==> src/rtl/wbt_pkg.sv <==
package wbt_pkg;
  localparam int ADDR_W     = 32;
  localparam int WORD_W     = 32;
  localparam int MAX_BEATS  = 16;
  localparam int LEN_W      = $clog2(MAX_BEATS);
  localparam int CNT_W      = LEN_W + 1;
  localparam int TGT_WR_MAX = 8;

  typedef struct packed {
    logic [ADDR_W-1:0] addr;
    logic [CNT_W-1:0]  beats;
  } piece_t;

  typedef enum logic [2:0] {
    ST_IDLE,
    ST_WCOL,
    ST_CMD,
    ST_WSEND,
    ST_RWAIT
  } state_t;
endpackage

==> src/rtl/wbt_plan.sv <==
module wbt_plan
  import wbt_pkg::*;
(
  input  logic [ADDR_W-1:0] addr,
  input  logic [LEN_W-1:0]  len,
  input  logic              is_write,
  output piece_t            p0,
  output piece_t            p1,
  output logic              two,
  output logic [LEN_W-1:0]  off
);
  logic [ADDR_W-1:0] span_mask;
  logic [ADDR_W-1:0] base;
  logic [ADDR_W-1:0] word_addr;
  logic [CNT_W-1:0]  nb;

  always_comb begin
    nb        = CNT_W'(len) + CNT_W'(1);
    span_mask = {{(ADDR_W-LEN_W-2){1'b0}}, len, 2'b11};
    word_addr = {addr[ADDR_W-1:2], 2'b00};
    base      = addr & ~span_mask;
    off       = addr[LEN_W+1:2] & len;
    p0        = '0;
    p1        = '0;
    two       = 1'b0;
    if (is_write) begin
      // writes always start on the boundary; long ones split in halves
      p0.addr = base;
      if (nb > CNT_W'(TGT_WR_MAX)) begin
        p0.beats = CNT_W'(TGT_WR_MAX);
        p1.addr  = base + ADDR_W'(TGT_WR_MAX * 4);
        p1.beats = CNT_W'(TGT_WR_MAX);
        two      = 1'b1;
      end else begin
        p0.beats = nb;
      end
    end else if (off == '0) begin
      p0.addr  = base;
      p0.beats = nb;
    end else begin
      // read: from the requested word up to the boundary, then the rest
      p0.addr  = word_addr;
      p0.beats = nb - CNT_W'(off);
      p1.addr  = base;
      p1.beats = CNT_W'(off);
      two      = 1'b1;
    end
  end
endmodule

==> src/rtl/wbt_wbuf.sv <==
module wbt_wbuf
  import wbt_pkg::*;
(
  input  logic              clk,
  input  logic              wr_en,
  input  logic [LEN_W-1:0]  wr_idx,
  input  logic [WORD_W-1:0] wr_data,
  input  logic [LEN_W-1:0]  rd_idx,
  output logic [WORD_W-1:0] rd_data
);
  logic [WORD_W-1:0] slot [MAX_BEATS];

  for (genvar i = 0; i < MAX_BEATS; i++) begin : g_slot
    always_ff @(posedge clk) begin
      if (wr_en && (wr_idx == LEN_W'(i))) slot[i] <= wr_data;
    end
  end

  assign rd_data = slot[rd_idx];
endmodule

==> src/rtl/wbt_rret.sv <==
module wbt_rret
  import wbt_pkg::*;
(
  input  logic             clk,
  input  logic             rst_n,
  input  logic             start,
  input  logic             fire,
  input  logic [LEN_W-1:0] len,
  output logic             last,
  output logic             done
);
  logic [LEN_W-1:0] cnt;

  always_ff @(posedge clk) begin
    if (!rst_n) begin
      cnt  <= '0;
      done <= 1'b0;
    end else if (start) begin
      cnt  <= '0;
      done <= 1'b0;
    end else if (fire) begin
      cnt <= cnt + LEN_W'(1);
      if (cnt == len) done <= 1'b1;
    end
  end

  assign last = (cnt == len);

  AST_NO_EXTRA_BEAT: assert property (@(posedge clk) disable iff (!rst_n)
    fire |-> !done);
endmodule

==> src/rtl/wbt_top.sv <==
module wbt_top
  import wbt_pkg::*;
(
  input  logic              clk,
  input  logic              rst_n,
  input  logic              s_cmd_valid,
  output logic              s_cmd_ready,
  input  logic [ADDR_W-1:0] s_cmd_addr,
  input  logic [LEN_W-1:0]  s_cmd_len,
  input  logic              s_cmd_write,
  input  logic              s_wvalid,
  output logic              s_wready,
  input  logic [WORD_W-1:0] s_wdata,
  output logic              s_rvalid,
  input  logic              s_rready,
  output logic [WORD_W-1:0] s_rdata,
  output logic              s_rlast,
  output logic              t_cmd_valid,
  input  logic              t_cmd_ready,
  output logic [ADDR_W-1:0] t_cmd_addr,
  output logic [CNT_W-1:0]  t_cmd_beats,
  output logic              t_cmd_single,
  output logic              t_cmd_write,
  output logic              t_wvalid,
  input  logic              t_wready,
  output logic [WORD_W-1:0] t_wdata,
  output logic              t_wlast,
  input  logic              t_rvalid,
  output logic              t_rready,
  input  logic [WORD_W-1:0] t_rdata
);
  state_t           state;
  logic             wr_q, two_q, pi;
  logic [LEN_W-1:0] len_q, off_q, wcnt, ptr;
  piece_t           pc0, pc1;

  piece_t           pl0, pl1;
  logic             pl_two;
  logic [LEN_W-1:0] pl_off;

  logic             accept, rd_active, r_fire, r_last, r_done;
  piece_t           cur;

  wbt_plan u_plan (
    .addr    (s_cmd_addr),
    .len     (s_cmd_len),
    .is_write(s_cmd_write),
    .p0      (pl0),
    .p1      (pl1),
    .two     (pl_two),
    .off     (pl_off)
  );

  wbt_wbuf u_wbuf (
    .clk    (clk),
    .wr_en  (state == ST_WCOL && s_wvalid),
    .wr_idx ((off_q + wcnt) & len_q),
    .wr_data(s_wdata),
    .rd_idx (ptr),
    .rd_data(t_wdata)
  );

  wbt_rret u_rret (
    .clk  (clk),
    .rst_n(rst_n),
    .start(accept),
    .fire (r_fire),
    .len  (len_q),
    .last (r_last),
    .done (r_done)
  );

  assign accept      = (state == ST_IDLE) && s_cmd_valid;
  assign s_cmd_ready = (state == ST_IDLE);
  assign s_wready    = (state == ST_WCOL);

  assign cur          = pi ? pc1 : pc0;
  assign t_cmd_valid  = (state == ST_CMD);
  assign t_cmd_addr   = cur.addr;
  assign t_cmd_beats  = cur.beats;
  assign t_cmd_single = (cur.beats == CNT_W'(1));
  assign t_cmd_write  = wr_q;

  assign t_wvalid = (state == ST_WSEND);
  assign t_wlast  = pi ? (ptr == len_q)
                       : (CNT_W'(ptr) == pc0.beats - CNT_W'(1));

  assign rd_active = !wr_q && !r_done && (state == ST_CMD || state == ST_RWAIT);
  assign s_rvalid  = t_rvalid && rd_active;
  assign t_rready  = s_rready && rd_active;
  assign s_rdata   = t_rdata;
  assign s_rlast   = r_last && s_rvalid;
  assign r_fire    = s_rvalid && s_rready;

  always_ff @(posedge clk) begin
    if (!rst_n) begin
      state <= ST_IDLE;
      wr_q  <= 1'b0;
      two_q <= 1'b0;
      pi    <= 1'b0;
      len_q <= '0;
      off_q <= '0;
      wcnt  <= '0;
      ptr   <= '0;
      pc0   <= '0;
      pc1   <= '0;
    end else begin
      case (state)
        ST_IDLE: if (s_cmd_valid) begin
          wr_q  <= s_cmd_write;
          len_q <= s_cmd_len;
          off_q <= pl_off;
          pc0   <= pl0;
          pc1   <= pl1;
          two_q <= pl_two;
          pi    <= 1'b0;
          wcnt  <= '0;
          ptr   <= '0;
          state <= s_cmd_write ? ST_WCOL : ST_CMD;
        end
        ST_WCOL: if (s_wvalid) begin
          wcnt <= wcnt + LEN_W'(1);
          if (wcnt == len_q) state <= ST_CMD;
        end
        ST_CMD: if (t_cmd_ready) begin
          if (wr_q)              state <= ST_WSEND;
          else if (pi == two_q)  state <= ST_RWAIT;
          else                   pi    <= 1'b1;
        end
        ST_WSEND: if (t_wready) begin
          ptr <= ptr + LEN_W'(1);
          if (t_wlast) begin
            if (pi == two_q) state <= ST_IDLE;
            else begin
              pi    <= 1'b1;
              state <= ST_CMD;
            end
          end
        end
        ST_RWAIT: if (r_done) state <= ST_IDLE;
        default: state <= ST_IDLE;
      endcase
    end
  end

  AST_LEN_LEGAL: assert property (@(posedge clk) disable iff (!rst_n)
    accept |-> (s_cmd_len == 4'd1 || s_cmd_len == 4'd3 ||
                s_cmd_len == 4'd7 || s_cmd_len == 4'd15));
  AST_WR_BURST_MAX: assert property (@(posedge clk) disable iff (!rst_n)
    (t_cmd_valid && t_cmd_write) |-> (t_cmd_beats <= CNT_W'(TGT_WR_MAX)));
  AST_READ_PIECES_SUM: assert property (@(posedge clk) disable iff (!rst_n)
    (t_cmd_valid && !t_cmd_write) |->
      (pc0.beats + (two_q ? pc1.beats : CNT_W'(0)) == CNT_W'(len_q) + CNT_W'(1)));
  AST_CMD_HOLD: assert property (@(posedge clk) disable iff (!rst_n)
    (t_cmd_valid && !t_cmd_ready) |=>
      (t_cmd_valid && $stable(t_cmd_addr) && $stable(t_cmd_beats)));
  AST_WDATA_HOLD: assert property (@(posedge clk) disable iff (!rst_n)
    (t_wvalid && !t_wready) |=>
      (t_wvalid && $stable(t_wdata) && $stable(t_wlast)));
  AST_BUSY_BLOCKS: assert property (@(posedge clk) disable iff (!rst_n)
    (s_cmd_valid && s_cmd_ready) |=> !s_cmd_ready);
endmodule

==> config.mk <==
export PLATFORM = sky130hd
export DESIGN_NAME = wbt_top
export DESIGN_NICKNAME = d
export VERILOG_FILES = /design/src/rtl/wbt_pkg.sv /design/src/rtl/wbt_plan.sv /design/src/rtl/wbt_wbuf.sv /design/src/rtl/wbt_rret.sv /design/src/rtl/wbt_top.sv
export SDC_FILE = /design/constraint.sdc
export NUM_CORES = 1
export LEC_CHECK = 0
export BUFFER_PORTS_ARGS = -buffer_cell sky130_fd_sc_hd__buf_2
export CAP_MARGIN = 0
export CORE_ASPECT_RATIO = 0.75
export CORE_MARGIN = 4
export CORE_UTILIZATION = 60
export DETAILED_ROUTE_END_ITERATION = 8
export PLACE_DENSITY = 0.85
export SLEW_MARGIN = 20
export SYNTH_ARGS = -nofsm -noshare
export SYNTH_HDL_FRONTEND = slang
export SYNTH_SLANG_ARGS = --single-unit
==> constraint.sdc <==
create_clock -name clk -period 9.5 [get_ports clk]
set_clock_uncertainty 0.15 [all_clocks]
set_input_delay 2.375 -clock clk [delete_from_list [all_inputs] [get_ports clk]]
set_output_delay 2.375 -clock clk [all_outputs]
set_load 0.005 [all_outputs]
# [After elaboration in Yosys (flattened, before gate mapping)]
# Memory sizes are Yosys's and may differ from the RTL's. A register that Yosys moved wholly into a read port is not among the register bits.
# Cells that the tools add are included.
[word_totals] reg_bits=101 ramBits=512 in_bits=109 out_inout_bits=111 elab_cells=232 mem_count=1
[op_classes] n_addsub=8 magnitude_cmp=1 n_eq_ne=34 mux=114 n_bitwise=5 reduce_logical=55
[memory_table] memory="u_wbuf.slot" depth=16 width=32 rd=1 rd_ports_with_merged_regs=1 wr=1 line_no="wbt_wbuf.sv:11" text="logic [WORD_W-1:0] slot [MAX_BEATS];"
[ops] op="$mux 32" count=15
[ops] op="$reduce_or 32->1" count=15
[ops] op="$mux 37" count=6
[ops] op="$mux 4" count=20
[ops] op="$mux 1" count=57
[ops] op="$add 32x6->32 const B" count=1
[ops] op="$and 32x32->32" count=1
[ops] op="$eq 4x4->1 const B" count=8
[ops] op="$not 6->32" count=1
[ops] op="$mux 3" count=9
[ops] op="$logic_and 1x1->1" count=24
[ops] op="$eq 4x3->1 const B" count=4
[ops] op="$pmux 4 s2" count=2
[ops] op="$pmux 3 s5" count=1
[ops] op="$add 4x1->4 const B" count=3
[ops] op="$eq 4x4->1" count=3
[ops] op="$ne 2x1->1 const B" count=5
[ops] op="$and 4x4->4" count=2
[ops] op="$eq 4x2->1 const B" count=2
[ops] op="$logic_not 4->1" count=2
[ops] op="$reduce_and 8->1" count=1
[ops] op="$eq 3x2->1 const B" count=2
[ops] op="$ne 2x2->1 const B" count=3
[ops] op="$reduce_and 3->1" count=2
[ops] op="other kinds (24)" count=28

# [Depth between registers and ports, before layout]
# Gate-level depths: netlist of the first run.
[logic_depth] word_depth=22 depth_mapped=10 mapped_depth_nobuf=8

# [Modules after synthesis]
# A second synthesis of the first run with hierarchy kept.
[unflattened] hier_cells=1640 area_unflattened_um2=25720.9
[modules_own_cells] module="wbt_wbuf" instances=1 cells_each=806 area_per_inst_um2=19194.7
[modules_own_cells] module="wbt_top" instances=1 cells_each=574 area_per_inst_um2=4795.8
[modules_own_cells] module="wbt_plan" instances=1 cells_each=234 area_per_inst_um2=1481.4
[modules_own_cells] module="wbt_rret" instances=1 cells_each=26 area_per_inst_um2=249.0

# [Least setup slack after synthesis of the first run]
# No wires, ideal clock.
[synth_timing] path_type="input port to output port" start="in t_rvalid" end="out s_rlast" arrival_ns=2.704 t_required_ns=6.975 slack_ns=4.271 cell_stages=2 path_cell_list="and2_1 -> and4_1"
[synth_via] elab_chain_len=2
[synth_rtl] item="start: declaration" line_no="wbt_top.sv:28" text="input logic t_rvalid,"
[synth_rtl] item="$logic_and 1x1->1" line_no="wbt_top.sv:89" text="assign s_rvalid = t_rvalid && rd_active;"
[synth_rtl] item="$logic_and 1x1->1" line_no="wbt_top.sv:92" text="assign s_rlast = r_last && s_rvalid;"
[synth_rtl] item="end: declaration" line_no="wbt_top.sv:17" text="output logic s_rlast,"
# Every way passes these cells.

==> flow_metrics.env, run 1 <==
export IMPL_fp_row_count=64
export IMPL_synth_top_area_frac=0.616
export IMPL_drv_cap=0
export IMPL_peakVddDrop_v=0.000141
export IMPL_layout_commonest_cell="edfxtp_1"
export IMPL_totalWireLength_um=60400
export IMPL_via_per_inst=6.51
export IMPL_numCtsBuffers=55
export IMPL_synth_async_reset_ratio=0
export IMPL_num_vias=14200
export IMPL_ys_flop_type="edfxtp_1"
export IMPL_end_kind="primary output"
export IMPL_p_int_uw=4620
export IMPL_nets=1692
export IMPL_ant_nets=0
export IMPL_post_route_util=0.685
export IMPL_drc_errors=0
export IMPL_setup_viol=0
export IMPL_fp_coreArea_um2=40900
export IMPL_startpoint_type="flop"
export IMPL_design_area_um2=28000
export IMPL_dpl_instance_area_um2=26200
export IMPL_postCtsHoldBufs=0
export IMPL_grt_overflow=0
export IMPL_yosysTopAreaCell="edfxtp_1"
export IMPL_drt_pass1_iter_count=5
export IMPL_p_sw_frac=0.242
export IMPL_synth_distinct_cells=57
export IMPL_cts_resized=0
export IMPL_r2r_setup_slack_ns=5.61
export IMPL_r2r_start="state[0]"
export IMPL_ctsLongestPathBuffers=3
export IMPL_ys_ff_latch=612
export IMPL_min_period_ns=6.12
export IMPL_synthToLayoutAreaGrowth_pct=12.3
export IMPL_crit_fanout=73
export IMPL_yosysWarningCount=0
export IMPL_worstSetupPathType="flop to primary output"
export IMPL_drtIter0Drc=1759
export IMPL_hp_class="flop to flop"
export IMPL_fin_cells=2175
export IMPL_fmax_ghz=0.163
export IMPL_syn_avg_cell_area_um2=17.2
export IMPL_p_comb_frac=0.123
export IMPL_path_clk_slew_ns=0.06
export IMPL_postCtsSetupRepairBufs=0
export IMPL_cp_data_arrival_time_ns=3.59
export IMPL_synth_edf_count=512
export IMPL_switching_power_uw=1480
export IMPL_fin_crit_sh=0.644
export IMPL_reg2reg_depth=6
export IMPL_synth_area_um2=25000
export IMPL_worstSetupEndpoint="t_wdata[13]"
export IMPL_worst_ep_required_time_ns=6.98
export IMPL_dieArea_um2=45000
export IMPL_clock_power_share=0.371
export IMPL_powerDensity_nw_per_um2=217
export IMPL_syn_inst=1450
export IMPL_htree_levels=2
export IMPL_hold_ws_ns=0.299
export IMPL_grt_pass1_vias=14200
export IMPL_clock_latency_ns=0.59
export IMPL_io_pin_count=220
export IMPL_cts_tree="built"
export IMPL_rsz0062_at_grt="no"
export IMPL_dieHeight_um=185
export IMPL_initial_core_util=0.610
export IMPL_grt_antenna_before_repair=6
export IMPL_synthTopCellsByArea="edfxtp_1 (62%), mux4_2 (14%), dfxtp_1 (8.0%)"
export IMPL_maxSlewViolCount=0
export IMPL_timing_setup_tns_ns=0
export IMPL_clock_sinks=612
export IMPL_r2r_end="u_wbuf.slot[2][29]"
export IMPL_seq_area_frac_synth=0.696
export IMPL_seqPwrFrac=0.506
export IMPL_place_congestion=0.885
export IMPL_dp_hpwl_um=32100
export IMPL_portBuffers=151
export IMPL_ctsRootBufferMaster="clkbuf_16"
export IMPL_placed_cells=2072
export IMPL_tightest_slew_ns=1.13
export IMPL_leakage_uw=0.00919
export IMPL_outcome="finished, final reports clean"
export IMPL_die_w_um=243
export IMPL_layout_common_cells="edfxtp_1 (512), mux4_2 (160), buf_2 (151), nand2_1 (127), dfxtp_1 (95)"
export IMPL_routedWlPerCell_um=27.8
export IMPL_grt_max_degree=129
export IMPL_drive_gt1_frac=0.295
export IMPL_grt_pass1_wl_um=90600
export IMPL_finalHoldViolCount=0
export IMPL_max_slew_margin=0.244
export IMPL_grt_usage=0.270
-- power by group through the flow --
stage	clock (uW)	sequential, uW	combinational (uW)
floorplan	0	3100	519
global placement	0	3130	708
detailed placement	0	3140	731
CTS	2280	3080	742
global route	2410	3090	812
finish	2260	3090	748
-- stage by stage --
step	worst slack [ns]	power, uW
after floorplan	4.27	3610
after global placement	3.97	3840
after detailed placement	3.98	3870
after CTS	3.35	6110
after global routing	3.27	6310
final	3.38	6090
-- layer usage --
layer / track usage / vias up / part of all wire
li1: - / 5933 / -
met1: 0.371 / 7202 / 0.38
met2: 0.457 / 887 / 0.51
met3: 0.0502 / 134 / 0.087
met4: 0.0741 / 4 / 0.028
met5: 0 / - / 0.00045
-- how the worst min path moves through the flow --
stage	from	end	slack [ns]	cells after the start
finish	pc0[9]	pc0[9]	0.30	2
global route	pc0[26]	pc0[26]	0.32	2
CTS	pc0[9]	pc0[9]	0.30	2
detailed placement	pc0[9]	pc0[9]	0.30	2
global placement	pc0[8]	pc0[8]	0.28	2
floorplan	pc1[12]	pc1[12]	0.28	2
-- area by class of cell --
class / instances / area (um2)
multi-input combinational: 710 / 7070
fill: 2513 / 12900
clock buffer: 71 / 1470
tap: 561 / 702
timing repair buffer: 177 / 983
antenna: 5 / 12.5
clock inverter: 26 / 340
inverter: 13 / 48.8
sequential: 612 / 17400
-- flip-flops by register name, indices dropped and copies added, names as in the netlist, 3 cells and up, named ones only --
| signal | count |
|---|---|
| u_wbuf.slot | 512 |
| pc1 | 34 |
| len_q | 4 |
| off_q | 4 |
| ptr | 4 |
| state | 3 |
| u_rret.cnt | 4 |
| pc0 | 35 |
| wcnt | 4 |
-- critical path, cell delays in order (launching register included) --
cell,delay (ns)
dfxtp_4,0.89
buf_4,0.90
mux4_2,0.45
mux4_2,0.53
buf_2,0.15
-- synthesized netlist by cell type, types with 2 or more instances --
| library cell | number |
|---|---|
| a31oi_1 | 8 |
| or3_1 | 2 |
| nand3_1 | 21 |
| buf_4 | 34 |
| and2_1 | 8 |
| nor2_1 | 68 |
| buf_1 | 6 |
| or4_1 | 2 |
| ha_1 | 12 |
| a222oi_1 | 2 |
| inv_1 | 13 |
| a22oi_1 | 3 |
| a21oi_1 | 71 |
| nor3b_1 | 4 |
| nor4b_1 | 2 |
| a211oi_1 | 6 |
| nor4_1 | 6 |
| clkbuf_1 | 55 |
| edfxtp_1 | 512 |
| mux2i_1 | 10 |
| dfxtp_1 | 100 |
| nand4b_1 | 4 |
| a32o_1 | 3 |
| nand2_1 | 127 |
| mux2_2 | 33 |
| nor2b_1 | 10 |
| a21o_1 | 7 |
| mux4_2 | 160 |
| a2bb2oi_1 | 7 |
| a221oi_1 | 7 |
| xnor2_1 | 17 |
| nor3_1 | 20 |
| buf_2 | 20 |
| o21ai_0 | 26 |
| nand2b_1 | 4 |
| and4_1 | 3 |
| fa_1 | 2 |
| and3_1 | 6 |
| nand4_1 | 8 |
| xor2_1 | 24 |
-- cells by family (layout without fill, tap and decap cells) --
| kind of cell | count (synthesis) | count (layout) | share of synthesized area |
|---|---|---|---|
| muxes | 203 | 203 | 0.163 |
| adders and majority gates | 14 | 14 | 0.00762 |
| xor gates and xnor gates | 41 | 41 | 0.0144 |
| and+or+nand+nor | 302 | 302 | 0.0566 |
| buffers and inverters | 129 | 287 | 0.0256 |
| DFF | 612 | 612 | 0.696 |
| other | 1 | 7 | 0.000150 |
| AOI/OAI and AO/OA | 148 | 148 | 0.0361 |
Note: power is estimated with default switching activity, not from simulation.
==> run 2: changes to the inputs <==
--- a/config.mk
+++ b/config.mk
@@ -9,9 +9,9 @@
 export CAP_MARGIN = 0
 export CORE_ASPECT_RATIO = 0.75
 export CORE_MARGIN = 4
-export CORE_UTILIZATION = 60
+export CORE_UTILIZATION = 54
 export DETAILED_ROUTE_END_ITERATION = 8
-export PLACE_DENSITY = 0.85
+export PLACE_DENSITY = 0.81
 export SLEW_MARGIN = 20
 export SYNTH_ARGS = -nofsm -noshare
 export SYNTH_HDL_FRONTEND = slang
==> constraint.sdc (replaced) <==
create_clock -name clk -period 5.1 [get_ports clk]
set_clock_uncertainty 0.15 [all_clocks]
set_input_delay 1.275 -clock clk [delete_from_list [all_inputs] [get_ports clk]]
set_output_delay 1.275 -clock clk [all_outputs]
set_load 0.005 [all_outputs]
==> run 2 against run 1 <==
Net effect:
- highest routed layer unchanged
- critical path type unchanged
- combinational power is 83% higher
- total power is 84% higher
- critical endpoint is now t_wdata[24]
- wire length is 2.0% lower
- largest cell class unchanged
- hold slack better by 0.0017 ns
- count of clock-buffer cells in the layout is 2 lower
==> flow_metrics.env, run 2 (synthesis results as in run 1) <==
export IMPL_grt_pass1_wl_um=89100
export IMPL_dieHeight_um=194
export IMPL_leakage_uw=0.00922
export IMPL_place_congestion=0.903
export IMPL_ctsLongestPathBuffers=3
export IMPL_fmax_ghz=0.227
export IMPL_grt_usage=0.236
export IMPL_totalWireLength_um=59200
export IMPL_powerDensity_nw_per_um2=399
export IMPL_timing_setup_tns_ns=0
export IMPL_dp_hpwl_um=33300
export IMPL_clock_sinks=612
export IMPL_clock_power_share=0.365
export IMPL_outcome="finished, final reports clean"
export IMPL_ant_nets=0
export IMPL_tightest_slew_ns=1.01
export IMPL_grt_max_degree=55
export IMPL_startpoint_type="flop"
export IMPL_largestRegisters="u_wbuf.slot: 512 flops, pc0: 35 flops, pc1: 34 flops"
export IMPL_setup_viol=0
export IMPL_dp_slack_ns=1.25
export IMPL_portBuffers=151
export IMPL_routedWlPerCell_um=26.7
export IMPL_regMostFlops="u_wbuf.slot"
export IMPL_clock_latency_ns=0.61
export IMPL_seqPwrFrac=0.513
export IMPL_drc_errors=0
export IMPL_drv_cap=0
export IMPL_maxSlewViolCount=0
export IMPL_fp_coreArea_um2=45200
export IMPL_grt_pass1_vias=14000
export IMPL_via_per_inst=6.38
export IMPL_dpl_instance_area_um2=26400
export IMPL_hp_class="flop to flop"
export IMPL_synthToLayoutAreaGrowth_pct=12.9
export IMPL_largest_reg_flops=512
export IMPL_fin_cells=2218
export IMPL_crit_chain="buf_12 -> mux4_2 -> mux4_2 -> buf_2"
export IMPL_max_slew_margin=0.324
export IMPL_drt_pass1_iter_count=5
export IMPL_p_sw_frac=0.251
export IMPL_layout_commonest_cell="edfxtp_1"
export IMPL_dieArea_um2=49800
export IMPL_p_int_uw=8420
export IMPL_initial_core_util=0.552
export IMPL_peakVddDrop_v=0.000276
export IMPL_nets=1705
export IMPL_crit_slowest_cell="dfxtp_4"
export IMPL_crit_top_cell="mux4_2"
export IMPL_die_w_um=256
export IMPL_cp_data_arrival_time_ns=2.97
export IMPL_postCtsSetupRepairBufs=0
export IMPL_io_pin_count=220
export IMPL_worstSetupPathType="flop to primary output"
export IMPL_design_area_um2=28200
export IMPL_numCtsBuffers=56
export IMPL_rsz0062_at_grt="no"
export IMPL_min_period_ns=4.40
export IMPL_drtIter0Drc=1873
export IMPL_p_comb_frac=0.122
export IMPL_fin_crit_sh=0.862
export IMPL_fin_total_pwr_uw=11200
export IMPL_placed_cells=2110
export IMPL_layout_common_cells="edfxtp_1 (512), mux4_2 (160), buf_2 (151), nand2_1 (127), dfxtp_1 (95)"
export IMPL_crit_fanout=45
export IMPL_ctsRootBufferMaster="clkbuf_16"
export IMPL_n_fill_cell=3080
export IMPL_switching_power_uw=2820
export IMPL_postCtsHoldBufs=0
export IMPL_finalHoldViolCount=0
export IMPL_fp_row_count=67
export IMPL_grt_antenna_before_repair=6
export IMPL_slowest_delay_ns=0.65
export IMPL_worst_ep_required_time_ns=3.67
export IMPL_cts_tree="built"
export IMPL_cts_resized=0
export IMPL_grt_overflow=0
export IMPL_finalWorstSetupSlack_ns=0.703
export IMPL_path_buf_inv=2
export IMPL_end_kind="primary output"
export IMPL_htree_levels=2
export IMPL_drive_gt1_frac=0.300
export IMPL_path_clk_slew_ns=0.06
export IMPL_cp_top_family="multiplexers"
export IMPL_num_vias=14200
## run 2: layout make-up
cell class	instances	area [um2]	area share
Antenna cell	4	10.0	0.000355
Clock buffer	69	1460	0.0518
Clock inverter	35	315	0.0112
Inverter	13	48.8	0.00173
Multi-Input combinational cell	710	7070	0.251
Sequential cell	612	17400	0.617
Tap cell	586	733	0.0260
Timing Repair Buffer	189	1140	0.0405
## run 2: worst paths after layout
check             cells after the start     start                 end  slack [ns]
setup reg to reg                      6  state[0]  u_wbuf.slot[3][26]        1.30
hold reg to reg                       2   pc1[12]             pc1[12]        0.30
hold / removal                        2   pc1[12]             pc1[12]        0.30
setup / recovery                      4      flop         t_wdata[24]        0.70
## run 2: stage by stage
| step | hold WS, ns | util |
|---|---|---|
| after floorplan | 0.278 | - |
| after global placement | 0.287 | 0.584 |
| after detailed placement | 0.295 | 0.584 |
| after CTS | 0.305 | 0.623 |
| after global routing | 0.327 | 0.623 |
| final | 0.300 | 0.623 |
## run 2: worst reg2reg max path, stage by stage, from the launching register on
cell and delay (ns):
dfxtp_1 0.70, nor3b_1 0.56, and2_1 0.30, and3_1 0.22, nand3_1 0.33, nor2_4 0.90, buf_4 0.35
## run 2: metal layers
metal / share of wire / global-route usage
met5: 0.00074 / 0
met4: 0.018 / 0.0491
met3: 0.091 / 0.0480
met2: 0.50 / 0.384
met1: 0.39 / 0.337
## run 2: power by group through the flow
stage	logic (uW)	clock network, uW	registers, uW
finish	1370	4100	5770
global route	1490	4370	5780
detailed placement	1340	0	5860
global placement	1310	0	5850
floorplan	967	0	5770
CTS	1360	4140	5760
==> run 3: changes to the inputs <==
--- a/config.mk
+++ b/config.mk
@@ -10,9 +10,11 @@
 export CORE_ASPECT_RATIO = 0.75
 export CORE_MARGIN = 4
 export CORE_UTILIZATION = 54
+export CTS_BUF_LIST = sky130_fd_sc_hd__clkbuf_16
 export DETAILED_ROUTE_END_ITERATION = 8
 export PLACE_DENSITY = 0.81
 export SLEW_MARGIN = 20
 export SYNTH_ARGS = -nofsm -noshare
 export SYNTH_HDL_FRONTEND = slang
+export SYNTH_HIERARCHICAL = 1
 export SYNTH_SLANG_ARGS = --single-unit
==> run 3 against run 2 <==
Net effect:
- register-to-register slack better by 0.05 ns
- sequential share of layout area is 1.2 points lower
- clock power is 2% higher
- critical path depth is 1 higher
- highest routed layer unchanged
- synthesized area is 3.1% higher
==> flow_metrics.env, run 3 <==
export IMPL_ys_ff_latch=613
export IMPL_largest_reg_flops=512
export IMPL_synth_top_cells_by_count="edfxtp_1 (512), nand2_1 (246), mux4_2 (128), dfxtp_1 (101), a21boi_1 (84)"
export IMPL_place_congestion=0.870
export IMPL_ant_nets=0
export IMPL_grt_antenna_before_repair=4
export IMPL_fmax_ghz=0.226
export IMPL_portBuffers=153
export IMPL_routedWlPerCell_um=24.9
export IMPL_grt_overflow=0
export IMPL_syn_inst=1640
export IMPL_worstSetupPathType="flop to primary output"
export IMPL_nets=1869
export IMPL_worstSetupEndpoint="t_wdata[31]"
export IMPL_synth_xor_area_frac=0.00987
export IMPL_seq_area_um2=17400
export IMPL_syn_avg_cell_area_um2=15.7
export IMPL_crit_slowest_cell="dfxtp_4"
export IMPL_cts_tree="built"
export IMPL_powerDensity_nw_per_um2=392
export IMPL_hold_ws_ns=0.299
export IMPL_synth_fa_ha_area_frac=0.00739
export IMPL_drive_gt1_frac=0.248
export IMPL_synth_mux_area_frac=0.131
export IMPL_synth_compound_area_frac=0.0670
export IMPL_yosysMostFrequentCell="edfxtp_1"
export IMPL_drc_errors=0
export IMPL_drt_pass1_iter_count=7
export IMPL_clock_latency_ns=0.60
export IMPL_grt_usage=0.236
export IMPL_htree_levels=2
export IMPL_via_per_inst=6.21
export IMPL_ctsRootBufferMaster="clkbuf_16"
export IMPL_layout_commonest_cell="edfxtp_1"
export IMPL_r2r_start="wcnt[0]"
export IMPL_path_clk_slew_ns=0.06
export IMPL_synth_top_family_by_area="multiplexers"
export IMPL_io_pin_count=220
export IMPL_r2r_end="u_wbuf/slot[14][3]"
export IMPL_postCtsSetupRepairBufs=0
export IMPL_ys_flop_type="edfxtp_1"
export IMPL_fp_row_count=68
export IMPL_yosysWarningCount=6
export IMPL_timing_setup_tns_ns=0
export IMPL_multi_input_area_um2=7540
export IMPL_yosysTopAreaCell="edfxtp_1"
export IMPL_post_route_util=0.618
export IMPL_initial_core_util=0.553
export IMPL_max_slew_margin=0.271
export IMPL_min_path_cells=2
export IMPL_finalHoldViolCount=0
export IMPL_setup_viol=0
export IMPL_worst_ep_required_time_ns=3.67
export IMPL_die_w_um=260
export IMPL_startpoint_type="flop"
export IMPL_synthTopCellsByArea="edfxtp_1 (60%), mux4_2 (11%), dfxtp_1 (7.9%)"
export IMPL_drtIter0Drc=1823
export IMPL_slowest_delay_ns=0.73
export IMPL_numCtsBuffers=56
export IMPL_synth_edf_count=512
export IMPL_postCtsHoldBufs=0
export IMPL_synthToLayoutAreaGrowth_pct=11.8
export IMPL_dieHeight_um=197
export IMPL_peakVddDrop_v=0.000304
export IMPL_synth_async_reset_ratio=0
export IMPL_totalWireLength_um=60200
export IMPL_n_fill_cell=3251
export IMPL_crit_fanout=29
export IMPL_reg2reg_depth=7
export IMPL_synth_top_area_frac=0.598
export IMPL_grt_max_degree=86
export IMPL_synth_area_um2=25700
export IMPL_cp_data_arrival_time_ns=2.99
export IMPL_drv_cap=0
export IMPL_regMostFlops="u_wbuf/slot"
export IMPL_hp_class="flop to flop"
export IMPL_crit_chain="buf_4 -> mux4_2 -> a22oi_1 -> nand2_1 -> buf_2"
export IMPL_fin_crit_sh=0.867
export IMPL_clock_sinks=613
export IMPL_min_period_ns=4.42
export IMPL_tightest_slew_ns=1.09
export IMPL_num_vias=15000
export IMPL_end_kind="primary output"
export IMPL_largestRegisters="u_wbuf/slot: 512 flops, pc0: 37 flops, pc1: 37 flops"
export IMPL_layout_common_cells="edfxtp_1 (512), nand2_1 (245), buf_2 (153), mux4_2 (128), dfxtp_1 (98)"
export IMPL_rsz0062_at_grt="no"
export IMPL_maxSlewViolCount=0
export IMPL_grt_pass1_wl_um=91700
export IMPL_leakage_uw=0.00963
export IMPL_r2r_setup_slack_ns=1.35
export IMPL_synth_distinct_cells=61
export IMPL_crit_path_start="ptr[0]"
export IMPL_dp_hpwl_um=33800
export IMPL_ctsLongestPathBuffers=3
export IMPL_dieArea_um2=51200
export IMPL_seq_area_frac_synth=0.676
export IMPL_outcome="finished, final reports clean"
export IMPL_fp_coreArea_um2=46500
export IMPL_synth_simple_gate_area_frac=0.0718
export IMPL_grt_pass1_vias=15000
export IMPL_cts_resized=0
## run 3: changes by cell type in the layout (fill, tap and decap cells not counted), moves of 25 or more
cell and change:
a21boi_1 +84, a21oi_1 -61, a22oi_1 +63, mux2_1 +34
mux2_2 -30, mux4_2 -32, nand2_1 +118, nor2_1 -25
## run 3: cell type report
class | count | share of cell area
inverter | 21 | 0.00274
sequential | 613 | 0.605
timing repair buffer | 194 | 0.0387
clock buffer | 56 | 0.0487
multi-input combinational | 860 | 0.262
clock inverter | 42 | 0.0144
antenna | 2 | 0.000174
tap | 630 | 0.0274
## run 3: layer usage
metal / GRT usage / routed length [um]
met5: 0 / 29
met4: 0.0637 / 1350
met3: 0.0546 / 5690
met2: 0.383 / 29600
met1: 0.326 / 23500
## run 3: worst min path at each step
stage	from	end	slack, ns
after floorplan	pc0[10]	pc0[10]	0.28
after global placement	pc0[34]	pc0[34]	0.29
after detailed placement	pc0[33]	pc0[33]	0.29
after CTS	pc0[33]	pc0[33]	0.30
after global routing	pc0[10]	pc0[10]	0.32
final	pc0[36]	pc0[36]	0.30
## run 3: cells by family (layout without fill, tap and decap cells)
group	Yosys count	after routing
compound gates	244	244
simple gates	396	396
fa+ha+maj	14	14
mux	172	172
buf+inv	171	313
flops	613	613
xor+xnor	29	29
other cells	1	7
## run 3: stage by stage
| step | power, uW | area, um2 | std cells | setup slack [ns] |
|---|---|---|---|---|
| after floorplan | 6740 | 25700 | 1644 | 0.157 |
| after global placement | 7130 | 26900 | 2318 | 1.30 |
| after detailed placement | 7190 | 26900 | 2318 | 1.23 |
| after CTS | 11400 | 28700 | 2416 | 0.589 |
| after global routing | 11700 | 28700 | 2417 | 0.486 |
| final | 11300 | 28700 | 2418 | 0.681 |
## run 3: critical path, delay by kind of cell (launching register included)
kind	cells	cell delay, ns
mux	1	0.58
buf+inv	2	0.64
compound gates	1	0.25
simple gates	1	0.16
flops	1	0.73
## run 3: where the power goes
part           switching [uW]  internal (uW)
Clock                    1820           2360
Sequential                143           5600
Combinational             802            557
Total                    2770           8510
